## src/rtl/xlat_pkg.sv

```systemverilog
package xlat_pkg;
  localparam int PTE_PRESENT = 0;
  localparam int PTE_WRITE   = 1;
  localparam int PTE_USER    = 2;
  localparam int PTE_GLOBAL  = 8;

  function automatic logic perm_denied(input logic wr_ok, input logic usr_ok,
                                       input logic is_wr, input logic is_usr);
    return (is_wr && !wr_ok) || (is_usr && !usr_ok);
  endfunction
endpackage

```

## src/rtl/xlat_match.sv

```systemverilog
module xlat_match #(
  parameter int ENTRIES = 8,
  parameter int VPN_W   = 20,
  parameter int ASID_W  = 8,
  localparam int IDX_W  = $clog2(ENTRIES)
) (
  input  logic [ENTRIES-1:0]             ent_v,
  input  logic [ENTRIES-1:0]             ent_g,
  input  logic [ENTRIES-1:0][VPN_W-1:0]  ent_vpn,
  input  logic [ENTRIES-1:0][ASID_W-1:0] ent_asid,
  input  logic [VPN_W-1:0]               look_vpn,
  input  logic [ASID_W-1:0]              look_asid,
  output logic                           hit_any,
  output logic [IDX_W-1:0]               hit_idx
);
  logic [ENTRIES-1:0] hit_vec;

  for (genvar g = 0; g < ENTRIES; g++) begin : g_cmp
    assign hit_vec[g] = ent_v[g] && (ent_vpn[g] == look_vpn) &&
                        (ent_g[g] || (ent_asid[g] == look_asid));
  end

  always_comb begin
    hit_idx = '0;
    for (int i = ENTRIES - 1; i >= 0; i--)
      if (hit_vec[i]) hit_idx = IDX_W'(i);
  end

  assign hit_any = |hit_vec;
endmodule

```

## src/rtl/xlat_lru.sv

```systemverilog
module xlat_lru #(
  parameter int ENTRIES = 8,
  localparam int IDX_W  = $clog2(ENTRIES)
) (
  input  logic               clk,
  input  logic               rst,
  input  logic               touch,
  input  logic [IDX_W-1:0]   touch_idx,
  input  logic [ENTRIES-1:0] valid_vec,
  output logic [IDX_W-1:0]   victim_idx
);
  logic [ENTRIES-1:0][IDX_W-1:0] age;
  logic [ENTRIES-1:0]            oldest;
  logic                          found;

  always_ff @(posedge clk) begin
    if (rst) begin
      for (int i = 0; i < ENTRIES; i++) age[i] <= IDX_W'(i);
    end else if (touch) begin
      for (int i = 0; i < ENTRIES; i++) begin
        if (IDX_W'(i) == touch_idx)        age[i] <= '0;
        else if (age[i] < age[touch_idx])  age[i] <= age[i] + 1'b1;
      end
    end
  end

  for (genvar g = 0; g < ENTRIES; g++) begin : g_old
    assign oldest[g] = (age[g] == IDX_W'(ENTRIES - 1));
  end

  always_comb begin
    victim_idx = '0;
    found      = 1'b0;
    for (int i = 0; i < ENTRIES; i++)
      if (!found && !valid_vec[i]) begin
        victim_idx = IDX_W'(i);
        found      = 1'b1;
      end
    if (!found)
      for (int i = 0; i < ENTRIES; i++)
        if (oldest[i]) victim_idx = IDX_W'(i);
  end

  // Ages stay a permutation, so exactly one entry is the oldest.
  assert_lru_single_oldest_R9: assert property (@(posedge clk) disable iff (rst)
    $onehot(oldest));
endmodule

```

## src/rtl/xlat_cache.sv

```systemverilog
module xlat_cache #(
  parameter int ENTRIES   = 8,
  parameter int ADDR_W    = 32,
  parameter int PAGE_BITS = 12,
  parameter int ASID_W    = 8,
  localparam int VPN_W    = ADDR_W - PAGE_BITS,
  localparam int IDX_W    = $clog2(ENTRIES)
) (
  input  logic              clk,
  input  logic              rst,
  input  logic              req_valid,
  output logic              req_ready,
  input  logic [ADDR_W-1:0] req_vaddr,
  input  logic              req_write,
  input  logic              req_user,
  input  logic [ASID_W-1:0] cur_asid,
  input  logic [ADDR_W-1:0] ptbr,
  input  logic              flush,
  output logic              resp_valid,
  output logic              resp_hit,
  output logic              resp_retry,
  output logic              resp_prot_fault,
  output logic              resp_seg_fault,
  output logic [ADDR_W-1:0] resp_paddr,
  output logic              mem_req_valid,
  output logic [ADDR_W-1:0] mem_req_addr,
  input  logic              mem_resp_valid,
  input  logic [ADDR_W-1:0] mem_resp_data
);
  import xlat_pkg::*;

  typedef enum logic {S_IDLE, S_WALK} state_t;
  state_t state;

  logic [ENTRIES-1:0]             ent_v, ent_g, ent_w, ent_u;
  logic [ENTRIES-1:0][VPN_W-1:0]  ent_vpn, ent_pfn;
  logic [ENTRIES-1:0][ASID_W-1:0] ent_asid;

  logic [VPN_W-1:0]  lk_vpn;
  logic [ASID_W-1:0] lk_asid;
  logic              lk_wr, lk_usr;

  logic [VPN_W-1:0] look_vpn;
  logic             hit_any, accept, hit_bad, pte_bad, fill;
  logic [IDX_W-1:0] hit_idx, victim_idx, touch_idx;

  assign look_vpn  = req_vaddr[ADDR_W-1:PAGE_BITS];
  assign req_ready = (state == S_IDLE) && !flush;
  assign accept    = req_valid && req_ready;
  assign hit_bad   = perm_denied(ent_w[hit_idx], ent_u[hit_idx], req_write, req_user);
  assign pte_bad   = perm_denied(mem_resp_data[PTE_WRITE], mem_resp_data[PTE_USER],
                                 lk_wr, lk_usr);
  assign fill      = (state == S_WALK) && mem_resp_valid &&
                     mem_resp_data[PTE_PRESENT] && !pte_bad;
  assign touch_idx = fill ? victim_idx : hit_idx;

  xlat_match #(.ENTRIES(ENTRIES), .VPN_W(VPN_W), .ASID_W(ASID_W)) u_match (
    .ent_v(ent_v), .ent_g(ent_g), .ent_vpn(ent_vpn), .ent_asid(ent_asid),
    .look_vpn(look_vpn), .look_asid(cur_asid),
    .hit_any(hit_any), .hit_idx(hit_idx));

  xlat_lru #(.ENTRIES(ENTRIES)) u_lru (
    .clk(clk), .rst(rst), .touch(fill || (accept && hit_any)),
    .touch_idx(touch_idx), .valid_vec(ent_v), .victim_idx(victim_idx));

  // Entry payload: no reset, written only on fill.
  always_ff @(posedge clk) begin
    if (fill) begin
      ent_vpn[victim_idx]  <= lk_vpn;
      ent_pfn[victim_idx]  <= mem_resp_data[ADDR_W-1:PAGE_BITS];
      ent_asid[victim_idx] <= lk_asid;
      ent_g[victim_idx]    <= mem_resp_data[PTE_GLOBAL];
      ent_w[victim_idx]    <= mem_resp_data[PTE_WRITE];
      ent_u[victim_idx]    <= mem_resp_data[PTE_USER];
    end
    if (accept) begin
      lk_vpn  <= look_vpn;
      lk_asid <= cur_asid;
      lk_wr   <= req_write;
      lk_usr  <= req_user;
    end
  end

  always_ff @(posedge clk) begin
    if (rst) begin
      state           <= S_IDLE;
      ent_v           <= '0;
      resp_valid      <= 1'b0;
      resp_hit        <= 1'b0;
      resp_retry      <= 1'b0;
      resp_prot_fault <= 1'b0;
      resp_seg_fault  <= 1'b0;
      resp_paddr      <= '0;
      mem_req_valid   <= 1'b0;
      mem_req_addr    <= '0;
    end else begin
      resp_valid      <= 1'b0;
      resp_hit        <= 1'b0;
      resp_retry      <= 1'b0;
      resp_prot_fault <= 1'b0;
      resp_seg_fault  <= 1'b0;
      if (flush) ent_v <= '0;
      case (state)
        S_IDLE: if (accept) begin
          if (hit_any) begin
            resp_valid <= 1'b1;
            if (hit_bad) resp_prot_fault <= 1'b1;
            else begin
              resp_hit   <= 1'b1;
              resp_paddr <= {ent_pfn[hit_idx], req_vaddr[PAGE_BITS-1:0]};
            end
          end else begin
            state         <= S_WALK;
            mem_req_valid <= 1'b1;
            mem_req_addr  <= ptbr + (ADDR_W'(look_vpn) << 2);
          end
        end
        S_WALK: if (mem_resp_valid) begin
          state         <= S_IDLE;
          mem_req_valid <= 1'b0;
          resp_valid    <= 1'b1;
          if (!mem_resp_data[PTE_PRESENT]) resp_seg_fault  <= 1'b1;
          else if (pte_bad)                resp_prot_fault <= 1'b1;
          else begin
            resp_retry        <= 1'b1;
            ent_v[victim_idx] <= 1'b1;
          end
        end
        default: state <= S_IDLE;
      endcase
    end
  end

  assert_walk_stalls_R10: assert property (@(posedge clk) disable iff (rst)
    (state == S_WALK) |-> !req_ready);

  assert_one_outcome_R10: assert property (@(posedge clk) disable iff (rst)
    resp_valid |-> $onehot({resp_hit, resp_retry, resp_prot_fault, resp_seg_fault}));

  assert_walk_req_held_R2: assert property (@(posedge clk) disable iff (rst)
    (mem_req_valid && !mem_resp_valid) |=> (mem_req_valid && $stable(mem_req_addr)));

  assert_no_resp_mid_walk_R2: assert property (@(posedge clk) disable iff (rst)
    (mem_req_valid && !mem_resp_valid) |=> !resp_valid);

  assert_flush_clears_R8: assert property (@(posedge clk) disable iff (rst)
    (flush && state == S_IDLE) |=> (ent_v == '0));

  assert_hit_offset_R1: assert property (@(posedge clk) disable iff (rst)
    $rose(resp_hit) |-> (resp_paddr[PAGE_BITS-1:0] == $past(req_vaddr[PAGE_BITS-1:0])));
endmodule

```

## config.mk

```make
export PLATFORM = sky130hd
export DESIGN_NAME = xlat_cache
export DESIGN_NICKNAME = d
export VERILOG_FILES = /design/src/rtl/xlat_pkg.sv /design/src/rtl/xlat_match.sv /design/src/rtl/xlat_lru.sv /design/src/rtl/xlat_cache.sv
export SDC_FILE = /design/constraint.sdc
export NUM_CORES = 1
export LEC_CHECK = 0
export ABC_AREA = 1
export BUFFER_PORTS_ARGS = -buffer_cell sky130_fd_sc_hd__clkbuf_2
export CAP_MARGIN = 10
export CELL_PAD_IN_SITES_DETAIL_PLACEMENT = 0
export CELL_PAD_IN_SITES_GLOBAL_PLACEMENT = 1
export CORE_ASPECT_RATIO = 1.4
export CORE_MARGIN = 2
export CORE_UTILIZATION = 50
export DETAILED_ROUTE_END_ITERATION = 10
export PLACE_DENSITY = 0.87
export SKIP_LAST_GASP = 1
export SLEW_MARGIN = 0
export SYNTH_ARGS = -nofsm -noshare
export SYNTH_HDL_FRONTEND = slang
export SYNTH_SLANG_ARGS = --single-unit
export TNS_END_PERCENT = 100
```

## constraint.sdc

```tcl
create_clock -name clk -period 8.45 [get_ports clk]
set_input_delay 1.69 -clock clk [delete_from_list [all_inputs] [get_ports clk]]
set_output_delay 1.69 -clock clk [all_outputs]
set_load 0.01 [all_outputs]
```

[Word level (Yosys, flattened, before mapping)]
Cells that the tools add are included.
Storage, ports and cells
  logic and storage cells: 296
  output and inout port bits: 71
  register bits: 541
Operators by class
  mux-type cells: 97
  equal/unequal tests: 34
  bitwise operators: 7
  magnitude comparators: 12
  $add $sub $neg: 9
  reductions and logical operators: 88
Operators by type and width (number)
  $bwmux 160: 2
  $eq 20x20->1: 8
  $mux 3: 39
  $bwmux 64: 1
  $eq 8x8->1: 8
  $bmux 20 s3: 1
  $demux 20 s3: 1
  $mux 8: 7
  $mux 20: 2
  $logic_and 1x1->1: 34
  $add 32x22->32: 1
  $mux 1: 30
  $add 3x1->3 const B: 8
  $bwmux 8: 3
  $demux 8 s3: 1
  $eq 3x3->1 const B: 8
  $lt 3x3->1: 8
  $logic_not 1->1: 19
  $reduce_and 2->1: 8
  $reduce_bool 2->1: 8
  $eq 3x3->1 const A: 4
  $lt 3x4->1 const B: 3
  $logic_or 1x1->1: 11
  $bmux 3 s3: 1
  16 further kinds: 31

[Depth between registers and ports, before layout]
Gate-level depths: netlist of the first run.
  depth in word-level cells: 39
  depth in mapped cells: 33
  depth with buffers taken out: 31

[Hierarchy]
A second synthesis of the first run with hierarchy kept.
Second synthesis, totals
  cells, all modules: 2520
  area, all modules: 25055.3 µm²
Modules (own cells, without submodules)
  xlat_cache: cells each 1530, instances 1, sequential area each 14734.1 µm², area an instance 19513.7 µm²
  xlat_match: cells each 678, instances 1, sequential area each 0.0 µm², area an instance 3419.5 µm²
  xlat_lru: cells each 312, instances 1, sequential area each 480.5 µm², area an instance 2122.0 µm²

[Least setup slack after synthesis of the first run]
No wires, ideal clock.
  path kind: input port to flip-flop
  from: input mem_resp_valid
  to: register ent_asid[40] (netlist bit), enable pin
  arrival: 4.863 ns
  cell stages on the path: 8
  path slack: 3.125 ns
  path buffers: 0
  setup time: 0.461 ns
  path through: nand2_1 nor3_1 inv_1 nor2_1 inv_1 nor2_1 inv_1 nor2_1
Between the ends
  cells in the longest elaborated chain, start to end: 3
Ends and longest elaborated chain
  start: declaration: line xlat_cache.sv:27  | input logic mem_resp_valid,
  $logic_and 1x1->1 (2 in series): line xlat_cache.sv:53  | assign fill = (state == S_WALK) && mem_resp_valid &&
  $logic_and 1x1->1: line xlat_cache.sv:54  | mem_resp_data[PTE_PRESENT] && !pte_bad;
  end signal: indexed assignment: line xlat_cache.sv:71  | ent_asid[victim_idx] <= lk_asid;
  end: declaration: line xlat_cache.sv:37  | logic [ENTRIES-1:0][ASID_W-1:0] ent_asid;
No other way between the ends.
A chain may end at the register's enable or synchronous reset.

[Worst setup path in the final report of the first run]
  from: input req_vaddr[27]
  to: register resp_paddr[10]
Between the ends
  cells in the longest elaborated chain, start to end: 18
  elaborated cells on any way between the ends: 44
  classes of those cells: eq/ne: 8; mux: 12; bitwise: 1; reduce/logical: 23
Ends and longest elaborated chain
  start: declaration: line xlat_cache.sv:13  | input logic [ADDR_W-1:0] req_vaddr,
  $eq 20x20->1: line xlat_match.sv:19  | assign hit_vec[g] = ent_v[g] && (ent_vpn[g] == look_vpn) &&
  $logic_and 1x1->1 (2 in series): line xlat_match.sv:19
  $mux 3 (8 in series): line xlat_match.sv:26  | if (hit_vec[i]) hit_idx = IDX_W'(i);
  $bmux 1 s3: line xlat_cache.sv:50  | assign hit_bad = perm_denied(ent_w[hit_idx], ent_u[hit_idx], req_write, req_user);
  $mux 1 (implied by the code): line xlat_cache.sv:50
  $logic_not 1->1: line xlat_pkg.sv:9  | return (is_wr && !wr_ok) || (is_usr && !usr_ok);
  $logic_and 1x1->1: line xlat_pkg.sv:9
  $logic_or 1x1->1: line xlat_pkg.sv:9
  $not 1->1 (no source line)
  $reduce_and 4->1 (no source line) (*)
  end signal: assignment: line xlat_cache.sv:110  | resp_paddr <= {ent_pfn[hit_idx], req_vaddr[PAGE_BITS-1:0]};
  end: declaration: line xlat_cache.sv:24  | output logic [ADDR_W-1:0] resp_paddr,
Mark *: on every way between the ends. The rest lies on a longest branch, timed or not. The select of a mux whose other input is x is not followed.

==> results of run 1 <==
registers in the layout, indices dropped and copies added, names as in the netlist, 20 cells and up:
| register | flops |
|---|---|
| ent_asid | 64 |
| ent_pfn | 160 |
| mem_req_addr | 32 |
| lk_vpn | 20 |
| resp_paddr | 32 |
| ent_vpn | 160 |
| u_lru.age | 24 |
kinds of logic (layout without fill, tap and decap cells):
| kind of cell | after synthesis | count (layout) |
|---|---|---|
| adder cells (fa/ha/maj) | 45 | 45 |
| flip-flops | 541 | 541 |
| XOR/XNOR | 93 | 93 |
| AO/OA/AOI/OAI | 384 | 384 |
| AND/OR/NAND/NOR | 1248 | 1248 |
| other | 0 | 2 |
| buffers and inverters | 402 | 590 |
per-layer routing:
layer  wire, um  part of all wire (%)  GRT usage (%)
met2      36700                    50           48.1
met1      27800                    38           32.4
met5          0                     0              0
met3       4430                   6.1           3.11
met4       4240                   5.8           14.9
cells in the mapped netlist (all sizes together), types with 25 or more instances:
library cell | n | area [um^2]
a21oi | 75 | 409
buf | 50 | 368
clkbuf | 47 | 176
dfxtp | 103 | 2060
edfxtp | 438 | 13200
ha | 44 | 551
inv | 305 | 1150
nand2 | 646 | 2510
nand3 | 87 | 475
nand4 | 52 | 325
nor2 | 371 | 1400
nor3 | 25 | 125
o21ai | 207 | 1040
o22ai | 61 | 382
or2 | 34 | 213
xnor2 | 56 | 490
xor2 | 37 | 324
power breakdown:
group	leakage [nW]	switching (W)	total (W)	internal (W)
combinational	6.14	0.000219	0.000319	0.000100
clock	0.843	0.00104	0.00238	0.00134
sequential	4.78	0.0000306	0.00292	0.00289
total	11.8	0.00129	0.00562	0.00433
through the flow:
step,std cells,power (W),utilization [%]
2_1_floorplan,2713,0.00316,-
3_3_place_gp,3455,0.00329,53.0
3_5_place_dp,3455,0.00330,53.0
4_1_cts,3551,0.00566,56.5
5_1_grt,3553,0.00578,56.5
6_report,3553,0.00562,56.5
final cells by class:
type | instances | area [um^2] | share of cell area, %
inverters | 305 | 1150 | 3.98
diodes | 2 | 5.00 | 0.0174
well taps | 650 | 813 | 2.82
multi-input cells | 1770 | 8890 | 30.9
flip-flops and latches | 541 | 15200 | 52.8
clock buffers | 65 | 1390 | 4.82
clock inverters | 31 | 374 | 1.30
repair buffers | 189 | 986 | 3.42
worst paths after layout:
path / startpoint / end / slack, ns / cells after the start
worst min-delay path: mem_req_valid / mem_req_valid / 0.47 / 2
worst min register to register: mem_req_valid / mem_req_valid / 0.47 / 2
worst max register to register: ent_v[6] / resp_paddr[10] / 4.01 / 22
worst max-delay path: req_vaddr[27] / resp_paddr[10] / 2.51 / 21
worst max-delay path, stage by stage:
cell and delay (ns):
clkbuf_2 0.42, inv_1 0.48, nand2_1 0.19, nand2_1 0.06
nor2_1 0.09, nand2_1 0.06, nor2_1 0.13, nand3_1 0.10
nor2_1 0.23, nor2_1 0.15, nand2_1 0.08, nand2_1 0.07
nand2_1 0.07, buf_4 0.46, inv_2 0.47, o21ai_2 0.16
a21oi_1 0.08, o311ai_4 0.33, nand3_4 0.60, o21ai_1 0.37
nor2_1 0.06
==> impl_metrics.ini, run 1 <==
[clock_network]
numCtsBuffers = 51
cts_max_level = 2
clockBufferDepth = 3
ctsHoldBuffers = 0
post_cts_buffers = 0
clock_latency_ns = 0.61
clock_tree.root_cell = clkbuf_16
cts_resized = 0
clk_pin_slew_ns = 0.06
cts_tree = built
clock-sinks = 541

[finish]
final_common_cell = nand2_1
fin_nets = 3014
final_cell_mix = 625 x nand2_1, 438 x edfxtp_1, 358 x nor2_1, 282 x inv_1, 179 x o21ai_0
fin_area_um2 = 28800
layout-drive-gt1-share_pct = 12.9
areaGrowthSynthToFinish_pct = 12.0
nFillCells = 4465

[floorplan]
die_area_um2 = 53300
start_util_pct = 50.4
rows = 98
design.portCount = 182
dieHeight_um = 272
die_w_um = 196
coreArea_um2 = 51000

[detailed_routing]
drtIter0Drc = 1616
dr_total_vias = 19700
viasPerCell = 5.54
drc = 0
drtAntennaViolNets = 0
routedWlPerCell_um = 20.6
firstDrtPassIters = 5
totalWireLength_um = 73100

[logic_synthesis]
synth_edf_count = 438
synth_seq_cells = 541
synthMuxAreaShare_pct = 0
synthAdderAreaFrac_pct = 2.22
syn_area_um2 = 25700
yosys.cell_types.count = 54
synth_top_family_by_area = simple AND/OR/NAND/NOR gates
synth_compound_area_share_pct = 8.41
syn_area_per_cell_um2 = 9.48
syn_inst = 2713
yosysSeqAreaShare_pct = 59.1
ys_async_sr_fraction_pct = 0
synth_xor_xnor_area_share_pct = 3.17
synth.net_count = 2869
ys_warn_count = 0
synth-main-ff-cell = edfxtp_1
yosys.area_share.simple_pct = 20.5

[setup_path]
arrival_ns = 6.42
worstPathRequired_ns = 8.93
crit_path_end_kind = flop
critPathMaxFanout = 64
crit_type = in -> reg
worst_setup_path_start_kind = primary input

[sta]
finalCriticalPeriod_ns = 5.94
setup-violations-final = 0
max-slew-margin-rel_pct = 30.1
maxSlewViolCount = 0
max_freq_ghz = 0.168
period_share_pct = 70.3
grt_setup_unrepaired = false
fin_setup_tns_ns = 0
clock_skew_ns = 0.0350
worst_pin_slew_ns = 1.05
worst_slack_ns = 2.51
whs_ns = 0.474
finalHoldViolCount = 0

[global_route]
grt.overflow.total = 0
grt_antenna_before_repair = 2
grt_pass1_wl_um = 109000
track_usage_pct = 27.2
grt_max_degree = 82
first_global_vias = 19000

[place]
pre_cts_ws_ns = 1.97
gp_congestion = 0.949
place_area_um2 = 27100
dpl.hpwl_um = 48400
io_buffers = 173

[run]
drv_cap = 0

[pwr]
p_leak_nw = 11.8
peakVddDrop_mv = 0.183
power_density_nw_per_um2 = 195

[hold_path]
min_path_type = reg -> reg

[outcome]
status = completed
(Power assumes the default switching activity.)
==> run 2, diff against run 1 <==
ABC_AREA = 0   (was 1)
PLACE_DENSITY = 0.83   (was 0.87)
clock period = 5.6 ns   (was 8.45 ns; I/O delays follow)
==> run 2 against run 1 <==
Via count shrank 21%. Hold slack improved by 0.018 ns. Power up 46%. Highest routed layer unchanged.
==> impl_metrics.ini, run 2 <==
[sta]
worst_pin_slew_ns = 1.13
fin_setup_tns_ns = 0
grt_setup_unrepaired = false
finalCriticalPeriod_ns = 5.00
whs_ns = 0.492
setup-violations-final = 0
max-slew-margin-rel_pct = 24.3
period_share_pct = 89.3
clock_skew_ns = 0.0199
maxSlewViolCount = 0
worst_slack_ns = 0.598
finalHoldViolCount = 0
max_freq_ghz = 0.200

[place]
dp_cells = 2655
gp_congestion = 0.929
io_buffers = 173
pre_cts_ws_ns = 0.0360
dpl.hpwl_um = 41300

[clock_network]
numCtsBuffers = 50
clock_latency_ns = 0.58
cts_resized = 0
clk_pin_slew_ns = 0.06
ctsHoldBuffers = 0
cts_max_level = 2
clock_tree.root_cell = clkbuf_16
clockBufferDepth = 3
clock-sinks = 541
cts_tree = built
post_cts_buffers = 0

[logic_synthesis]
ys_warn_count = 0
syn_area_um2 = 24300
yosysMostFrequentCell = edfxtp_1
yosys-top-cells-area = edfxtp_1 54%, dfxtp_1 8.5%, xor2_1 6.8%
yosysSeqAreaShare_pct = 62.6
yosys.cell_types.count = 86
synth_seq_cells = 541
synth.net_count = 1999
synth_top_area_share_pct = 54.1
synth_top_area_cell = edfxtp_1
syn_area_per_cell_um2 = 13.2
synth_edf_count = 438
syn_inst = 1843
synth-main-ff-cell = edfxtp_1
ys_async_sr_fraction_pct = 0
ys_top_cells_by_count = 438 x edfxtp_1, 188 x xor2_1, 135 x mux2i_1, 128 x nand2_1, 122 x nor2_1

[detailed_routing]
drc = 0
dr_total_vias = 15600
drtAntennaViolNets = 0
routedWlPerCell_um = 21.9
totalWireLength_um = 60300
drtIter0Drc = 1015
firstDrtPassIters = 6
viasPerCell = 5.67

[pwr]
p_sw_share_pct = 21.7
p_leak_nw = 10.2
p_switching_w = 0.00178
p_seq_share_pct = 53.5
power_density_nw_per_um2 = 293
peakVddDrop_mv = 0.249
combPwrFrac_pct = 5.6
power.internal_w = 0.00644
power_frac_clock_pct = 40.9

[setup_path]
crit_type = in -> reg
crit_path_end_kind = flop
worst_setup_path_start_kind = primary input
arrival_ns = 5.46
slowest_delay_ns = 0.41
r2r_setup_slack_ns = 1.04
worstPathRequired_ns = 6.06
crit_path_frequent_cell = a21oi_1
critPathMaxFanout = 9
worstPathCellList = clkbuf_2, xor2_1, nor4_1, buf_4, a21oi_1, nor4_1, buf_4, o211ai_1, a211oi_1, or2_1, mux2_2, nor2_1, a211oi_1, a21oi_1, ha_1, or2_2, a21oi_1, nor2_2, a2111o_1
critical-path-slowest-cell = a211oi_1

[finish]
layout-drive-gt1-share_pct = 19.1
fin_nets = 2233
fin_util_pct = 58.4
fin_cells = 2750
final_cell_mix = 438 x edfxtp_1, 188 x xor2_1, 172 x clkbuf_2, 135 x mux2i_1, 128 x nand2_1
reg_top3 = ent_pfn: 160 flops, ent_vpn: 160 flops, ent_asid: 64 flops
final_common_cell = edfxtp_1
areaGrowthSynthToFinish_pct = 15.4

[floorplan]
design.portCount = 182
die_area_um2 = 50400
dieHeight_um = 265
coreArea_um2 = 48000
rows = 95
die_w_um = 190
start_util_pct = 50.6

[global_route]
grt_pass1_wl_um = 91500
grt_antenna_before_repair = 1
grt_max_degree = 83
track_usage_pct = 24.0
first_global_vias = 15700
grt.overflow.total = 0

[outcome]
status = completed

[hold_path]
min_path_type = reg -> reg

[run]
drv_cap = 0
[run 2: cell count changes after synthesis, moves of 54 or more]
cell     before  now
xor2_1       37  188
inv_1       284   26
nor4_1       19   73
mux2i_1       0  135
nand2_1     625  128
nor2_1      367  122
o22ai_1      61    3
o21ai_0     179   64
[run 2: stage by stage]
stage	instance area, um^2	total power [W]
CTS	28000	0.00827
finish	28000	0.00822
global placement	26400	0.00493
global route	28000	0.00847
detailed placement	26400	0.00494
floorplan	24300	0.00475
[run 2: metal layers]
metal  global-route usage [%]  vias to the layer above  wire length, um
li1                         -                     7336                -
met1                     29.6                     7689            23900
met2                     43.1                      459            31400
met3                     2.78                       96             2920
met4                     8.46                        0             2070
met5                        0                        -                0
[run 2: cell families (layout without fill, tap and decap cells)]
family                   count (synthesis)  count (layout)  synth area share [%]
XOR/XNOR                               246             246                  8.86
flip-flops                             541             541                  62.6
adder cells (fa/ha/maj)                 51              51                  2.59
AO/OA/AOI/OAI                          208             208                  5.85
buffers and inverters                  109             385                  2.12
AND/OR/NAND/NOR                        530             530                  11.4
multiplexers                           158             158                  6.62
other                                    0               1                     0
[run 2: critical path: cells and delay by family]
family                     cells  cell delay, ns
adders and majority gates      1            0.26
and+or+nand+nor                6            1.45
muxes                          1            0.36
AOI/OAI and AO/OA              7            1.48
xor gates and xnor gates       1            0.21
buffers and inverters          3            0.58
[run 2: power by group through the flow]
stage / registers, W / logic [W] / clock network [W]
6_report: 0.00440 / 0.000460 / 0.00336
5_1_grt: 0.00440 / 0.000503 / 0.00356
4_1_cts: 0.00440 / 0.000462 / 0.00341
3_5_place_dp: 0.00448 / 0.000459 / 0
3_3_place_gp: 0.00448 / 0.000449 / 0
2_1_floorplan: 0.00448 / 0.000270 / 0
[run 2: area by class of cell]
class | instances | area (um^2)
inverters | 26 | 97.6
clock inverters | 22 | 194
repair buffers | 265 | 1650
flip-flops and latches | 541 | 15200
fillers | 3900 | 20000
clock buffers | 72 | 1440
diodes | 1 | 2.50
well taps | 630 | 788
multi-input cells | 1193 | 8670
[run 2: path summary, 6_finish.rpt]
check            startpoint        endpoint  depth (start not counted)
min          resp_paddr[31]  resp_paddr[31]                          2
max reg2reg    ent_asid[57]    u_lru.age[9]                         18
max             cur_asid[1]    u_lru.age[9]                         19
min reg2reg  resp_paddr[31]  resp_paddr[31]                          2
